==> src/rtl/async_char_rx.sv <==
module async_char_rx #(
  parameter int OVERSAMPLE = 16,
  parameter int DATA_W     = 8
) (
  input  logic              clk,
  input  logic              rst,
  input  logic              rx_in,
  input  logic              cfg_load,
  input  logic [1:0]        cfg_len,
  input  logic              cfg_par_off,
  input  logic              cfg_par_even,
  input  logic              cfg_two_stop,
  input  logic              rdy_clr,
  output logic [DATA_W-1:0] data_out,
  output logic              data_ready,
  output logic              overrun_err,
  output logic              frame_err,
  output logic              parity_err
);

  localparam int CW     = $clog2(OVERSAMPLE);
  localparam int IW     = $clog2(DATA_W);
  localparam int MID    = OVERSAMPLE / 2;
  localparam int MINLEN = DATA_W - 3;

  typedef enum logic [2:0] {S_IDLE, S_START, S_DATA, S_PAR, S_STOP1, S_STOP2} st_t;

  st_t              st;
  logic [CW-1:0]    cnt;
  logic [IW-1:0]    idx;
  logic [DATA_W-1:0] sh;
  logic             pe_pend, fe_pend;

  logic [1:0]       len_q;
  logic             poff_q, even_q, two_q;

  logic             tick, last_bit, xfer, fe_now;
  logic [IW-1:0]    last_idx;

  assign tick     = (cnt == CW'(OVERSAMPLE - 1));
  assign last_idx = IW'(MINLEN - 1) + IW'(len_q);
  assign last_bit = (idx == last_idx);
  assign xfer     = tick && ((st == S_STOP1 && !two_q) || st == S_STOP2);
  assign fe_now   = !rx_in || (st == S_STOP2 && fe_pend);

  always_ff @(posedge clk) begin
    if (rst) begin
      len_q  <= 2'd3;
      poff_q <= 1'b1;
      even_q <= 1'b0;
      two_q  <= 1'b0;
    end else if (cfg_load) begin
      len_q  <= cfg_len;
      poff_q <= cfg_par_off;
      even_q <= cfg_par_even;
      two_q  <= cfg_two_stop;
    end
  end

  always_ff @(posedge clk) begin
    if (rst) begin
      st      <= S_IDLE;
      cnt     <= '0;
      idx     <= '0;
      sh      <= '0;
      pe_pend <= 1'b0;
      fe_pend <= 1'b0;
    end else begin
      case (st)
        S_IDLE: begin
          if (!rx_in) begin
            st  <= S_START;
            cnt <= CW'(1);
          end
        end
        S_START: begin
          if (cnt == CW'(MID - 1)) begin
            if (!rx_in) begin
              st      <= S_DATA;
              cnt     <= '0;
              idx     <= '0;
              sh      <= '0;
              pe_pend <= 1'b0;
              fe_pend <= 1'b0;
            end else begin
              st <= S_IDLE;
            end
          end else begin
            cnt <= cnt + CW'(1);
          end
        end
        S_DATA: begin
          if (tick) begin
            sh[idx] <= rx_in;
            cnt     <= '0;
            idx     <= idx + IW'(1);
            if (last_bit) st <= poff_q ? S_STOP1 : S_PAR;
          end else begin
            cnt <= cnt + CW'(1);
          end
        end
        S_PAR: begin
          if (tick) begin
            pe_pend <= (^sh) ^ rx_in ^ !even_q;
            cnt     <= '0;
            st      <= S_STOP1;
          end else begin
            cnt <= cnt + CW'(1);
          end
        end
        S_STOP1: begin
          if (tick) begin
            cnt <= '0;
            if (two_q) begin
              fe_pend <= !rx_in;
              st      <= S_STOP2;
            end else begin
              st <= S_IDLE;
            end
          end else begin
            cnt <= cnt + CW'(1);
          end
        end
        S_STOP2: begin
          if (tick) begin
            cnt <= '0;
            st  <= S_IDLE;
          end else begin
            cnt <= cnt + CW'(1);
          end
        end
        default: st <= S_IDLE;
      endcase
    end
  end

  always_ff @(posedge clk) begin
    if (rst) begin
      data_out    <= '0;
      data_ready  <= 1'b0;
      overrun_err <= 1'b0;
      frame_err   <= 1'b0;
      parity_err  <= 1'b0;
    end else if (xfer) begin
      data_out    <= sh;
      data_ready  <= 1'b1;
      overrun_err <= data_ready && !rdy_clr;
      frame_err   <= fe_now;
      parity_err  <= pe_pend;
    end else if (rdy_clr) begin
      data_ready  <= 1'b0;
    end
  end

endmodule


==> config.mk <==
export PLATFORM = sky130hd
export DESIGN_NAME = async_char_rx
export DESIGN_NICKNAME = d
export VERILOG_FILES = /design/src/rtl/async_char_rx.sv
export SDC_FILE = /design/constraint.sdc
export NUM_CORES = 1
export LEC_CHECK = 0
export ABC_AREA = 0
export BUFFER_PORTS_ARGS = -buffer_cell sky130_fd_sc_hd__buf_4
export CORE_MARGIN = 2
export CORE_UTILIZATION = 30
export DETAILED_ROUTE_END_ITERATION = 10
export PLACE_DENSITY = 0.55
export SETUP_SLACK_MARGIN = 0.05
export SYNTH_ARGS = -nofsm -noshare
export SYNTH_HDL_FRONTEND = slang
export SYNTH_SLANG_ARGS = --single-unit
==> constraint.sdc <==
create_clock -name clk -period 2.15 [get_ports clk]
set_input_delay 0.215 -clock clk [delete_from_list [all_inputs] [get_ports clk]]
set_output_delay 0.215 -clock clk [all_outputs]
set_load 0.02 [all_outputs]
# Yosys cells after proc, flatten, opt, wreduce, memory -nomap -nowiden
# Index checks and enable logic that the tools add are counted.
[word_totals]
register_bits = 37
out_inout_bits = 12
ram_bits = 0
mem_count = 0
mem_bits_ro = 0
wordCells = 100
latchBits = 0
input_bits = 10
[op_classes]
addsub = 3
n_eq_ne = 18
n_lt_le_gt_ge = 2
bitwise = 2
reduce_logical = 24
n_shift = 0
div_mod_pow = 0
multipliers = 0
mux = 36
[ops]
columns = ["operator", "count"]
rows = [
  ["$mux 3", 12],
  ["$mux 8", 3],
  ["$ne 2x2->1 const B", 9],
  ["$pmux 3 s6", 1],
  ["$mux 4", 4],
  ["$pmux 8 s2", 1],
  ["$pmux 4 s3", 1],
  ["$bwmux 8", 1],
  ["$mux 1", 8],
  ["$reduce_and 4->1", 2],
  ["$reduce_bool 2->1", 4],
  ["$reduce_xor 8->1", 1],
  ["$reduce_and 7->1", 1],
  ["$eq 3x2->1 const B", 2],
  ["$eq 3x3->1 const B", 2],
  ["$pmux 3 s2", 1],
  ["$logic_and 1x1->1", 5],
  ["$reduce_and 5->1", 1],
  ["$add 4x1->4 const B", 1],
  ["$eq 4x3->1 const B", 1],
  ["$eq 4x4->1 const B", 1],
  ["$logic_not 1->1", 4],
  ["$lt 3x4->1 const B", 1],
  ["$pmux 1 s2", 2],
  ["other kinds (14)", 16],
]

# Logic depth before layout (Yosys ltp)
[logic_depth]
depth_word = 7
mapped_depth = 7
mapped_depth_nobuf = 5

# Least setup slack after synthesis
# OpenSTA, ideal clock, no wires.
[synth_timing]
kind = "register -> register"
startpoint = "register cnt[0]"
endpoint = "register data_out[0]"
setup_time_ns = 0.128
arrival_ns = 1.583
setup_slack_ns = 0.440
path_buffers = 2
period_less_slack_ns = 1.710
path_stages_with_launch = 8
path_cell_list = "dfxtp_1 ha_1 buf_4 nand3_4 a2111oi_4 buf_6 mux2i_1 nor2_1"
[synth_via]
elab_chain_len = 2
[synth_lines]
columns = ["element", "line_no", "text"]
rows = [
  ["from (decl)", "29", "logic [CW-1:0] cnt;"],
  ["from (signal assigned)", "89", "cnt <= cnt + CW'(1);"],
  ["from (signal assigned)", "99", "cnt <= cnt + CW'(1);"],
  ["from (signal assigned)", "108", "cnt <= cnt + CW'(1);"],
  ["$eq 4x4->1", "40", "assign tick = (cnt == CW'(OVERSAMPLE - 1));"],
  ["$logic_and 1x1->1", "43", "assign xfer = tick && ((st == S_STOP1 && !two_q) || st == S_STOP2);"],
  ["to (signal assigned)", "145", "data_out <= sh;"],
  ["to (decl)", "14", "output logic [DATA_W-1:0] data_out,"],
]
# No other way between the ends.
# A chain may end at the register's enable or synchronous reset.

# Final worst setup path
[layout_timing]
startpoint = "register cnt[0]"
endpoint = "register data_out[5]"
# The elaborated chain is that of the path after synthesis.

==> impl_metrics.tcl <==
set metrics [dict create \
    status "complete, no violations" \
    min_period_ns 1.90 \
    initial_core_util_pct 31.0 \
    yosys.area_share.simple_pct 24.0 \
    critPathKind "reg -> reg" \
    async_flop_share_pct 0 \
    numClockSinks 37 \
    hold_violations 0 \
    grt_pass1_wl_mm 7.50 \
    cts_resized 0 \
    holdPathEnd "len_q[1]" \
    ys_ff_latch 37 \
    grt_overflow_total 0 \
    cp.arrival_ns 2.07 \
    dp_hpwl_mm 3.26 \
    path_buf_inv 1 \
    setup_viol 0 \
    clock_latency_ns 0.29 \
    grt_use_total_pct 12.5 \
    synthDistinctLibCells 58 \
    synthXorXnorAreaFrac_pct 6.10 \
    synth_compound_gate_area_share_pct 20.9 \
    power_density_mw_per_mm2 893 \
    cts-root-buf "clkbuf_8" \
    ir_drop_uv 289 \
    numCtsBuffers 5 \
    vias_per_cell 5.36 \
    path_max_fanout 13 \
    design_area_mm2 0.00241 \
    cts_tree "built" \
    fillers 705 \
    yosys_warnings 0 \
    syn2layout_area_growth_pct 15.3 \
    reg2regPathDepth 6 \
    placed_area_mm2 0.00229 \
    ant_nets 0 \
    ioPinCount 22 \
    r2r_setup_slack_ns 0.25 \
    drive_gt1_share_pct 18.7 \
    num_antenna_cells 0 \
    routed_wl_mm 4.65 \
    antenna_found_initial 0 \
    h-tree-depth 2 \
    cts_buffer_depth 2 \
    holdCritPathClass "in -> reg" \
    vias 1775 \
    slew_viol_final 0 \
    syn_avg_cell_area_um2 8.90 \
    grt_pass1_vias 1564 \
    max-cap-violations 0 \
    io_buffers 21 \
    clk_pin_slew_ns 0.08 \
    die_y_um 87.5 \
    cpMaxStageDelayCell "dfxtp_1" \
    end_kind "register" \
    path_cells "ha_1, nand3_4, a2111oi_4, buf_4, mux2i_1, nor2_1" \
    finalNetCount 262 \
    cp.required_ns 2.32 \
    wire_per_inst_um 14.0 \
    hold_depth 2 \
    post_cts_buffers 0 \
    drcViolationCount 0 \
    synth-edff-count 0 \
    syn_nets 247 \
    syn_area_mm2 0.00209 \
    timing.final.crit_share_pct 88.3 \
    fmax_mhz 527 \
    rsz0062_at_grt "false" \
    synthMuxAreaShare_pct 6.28 \
    synth-main-ff-cell "dfxtp_1" \
    critPathTopFamily "flip-flops" \
    fp.dieW_um 87.5 \
    setup_tns_ns 0 \
    worst_pin_slew_ns 0.618 \
    r2r_start "cnt[0]" \
    skew_ns 0.00720 \
    r2r-end "data_out[5]" \
    drt_iter0_drc 104 \
    crit_path_start_kind "register" \
    synth_seq_area_share_pct 35.4 \
    num_rows 30 \
    syn_inst 235 \
    leakage_nw 0.897 \
    yosys.area_share.adder_pct 1.20 \
    synth_top_family_by_area "simple AND/OR/NAND/NOR gates" \
    max_slew_margin_pct 58.7 \
    finalPower_mw 2.15 \
    min_from "cfg_len[1]" \
    drt_pass1_iterations 6 \
    hold_buffers 0 \
    core_area_mm2 0.00676 \
    die_area_mm2 0.00766 \
    cpPeakStageDelay_ns 0.37 \
    gp_congestion 0.814 \
    grt_max_degree 34 \
]
## per-layer routing
metal	wire [µm]	GRT usage, %	share of wire, %	vias to the layer above
li1	-	-	-	887
met1	2250	16.8	48	851
met2	2130	19.6	46	33
met3	206	2.27	4.4	4
met4	62	5.45	1.3	0
met5	0	0	0	-
## logic make-up (layout without fill, tap and decap cells)
group                    Yosys count  count (layout)
adder cells (fa/ha/maj)            2               2
AO/OA/AOI/OAI                     53              53
flip-flops                        37              37
multiplexers                      13              13
buffers and inverters             25              41
XOR/XNOR                          13              13
AND/OR/NAND/NOR                   92              92
## worst max path at each step
stage	depth (start not counted)	endpoint	slack, ns	startpoint
detailed placement	6	frame_err	0.25	cnt[0]
global placement	6	overrun_err	0.30	cnt[0]
floorplan	7	data_out[0]	0.44	cnt[0]
CTS	6	overrun_err	0.23	cnt[0]
finish	6	data_out[5]	0.25	cnt[0]
global route	6	data_out[5]	0.12	cnt[0]
## cell usage in the layout (no fill, tap or decap), drive strengths merged, types with 3 or more instances in the layout
master,Yosys,layout
xor2,4,4
nor2b,11,11
dfxtp,37,37
a2111oi,3,3
a22oi,6,6
nand3,11,11
nand2b,3,3
o21ai,6,6
nand4,6,6
or3,4,4
buf,12,27
inv,6,6
mux2i,12,12
xnor2,8,8
nand2,14,14
a32oi,4,4
a21oi,8,8
a31oi,6,6
nor3b,3,3
nor3,3,3
nor4,4,4
nor2,22,22
a211o,4,4
and2,3,3
and3,4,4
clkbuf,7,6
## report_power, final
group	internal, mW	leakage [nW]	switching, mW
Combinational	0.289	0.540	0.400
Sequential	0.734	0.300	0.0895
Clock	0.377	0.0574	0.262
## area by class of cell
| class | instances | area, µm² | share of cell area, % |
|---|---|---|---|
| multi-input cells | 173 | 1220 | 50.8 |
| clock inverters | 2 | 37.5 | 1.56 |
| clock buffers | 6 | 82.6 | 3.43 |
| well taps | 80 | 100 | 4.15 |
| flip-flops and latches | 37 | 741 | 30.7 |
| repair buffers | 27 | 203 | 8.41 |
| inverters | 6 | 22.5 | 0.934 |
## sequential cells by signal, summed over array words and instances, names as in the netlist, 2 cells and up
name and count:
st 3, idx 3, len_q 2, sh 8, data_out 8, cnt 4
## Yosys cell counts, types with 3 or more instances
cell	n	area, µm²
nor2b_1	11	68.8
nand3_1	10	50.1
and3_1	4	25.0
xor2_1	4	35.0
a211o_1	4	35.0
nand2_1	14	52.6
clkbuf_1	6	22.5
buf_2	7	35.0
nor3_1	3	15.0
and2_1	3	18.8
inv_1	4	15.0
mux2i_1	12	120
a31oi_1	6	37.5
dfxtp_1	37	741
a21oi_1	8	40.0
nand4_1	6	37.5
a22oi_1	6	45.0
a32oi_1	3	26.3
xnor2_1	8	70.1
nor4_1	3	18.8
nor2_1	22	82.6
o21ai_0	5	25.0
or3_1	4	25.0
nand2b_1	3	18.8
## stage by stage
step	util [%]	setup slack, ns	hold WS (ns)	cells
2_1_floorplan	-	0.440	0.333	235
3_3_place_gp	33.9	0.295	0.420	323
3_5_place_dp	33.9	0.250	0.425	323
4_1_cts	35.7	0.234	0.120	331
5_1_grt	35.7	0.124	0.128	331
6_report	35.7	0.251	0.127	331
(Power assumes the default switching activity.)
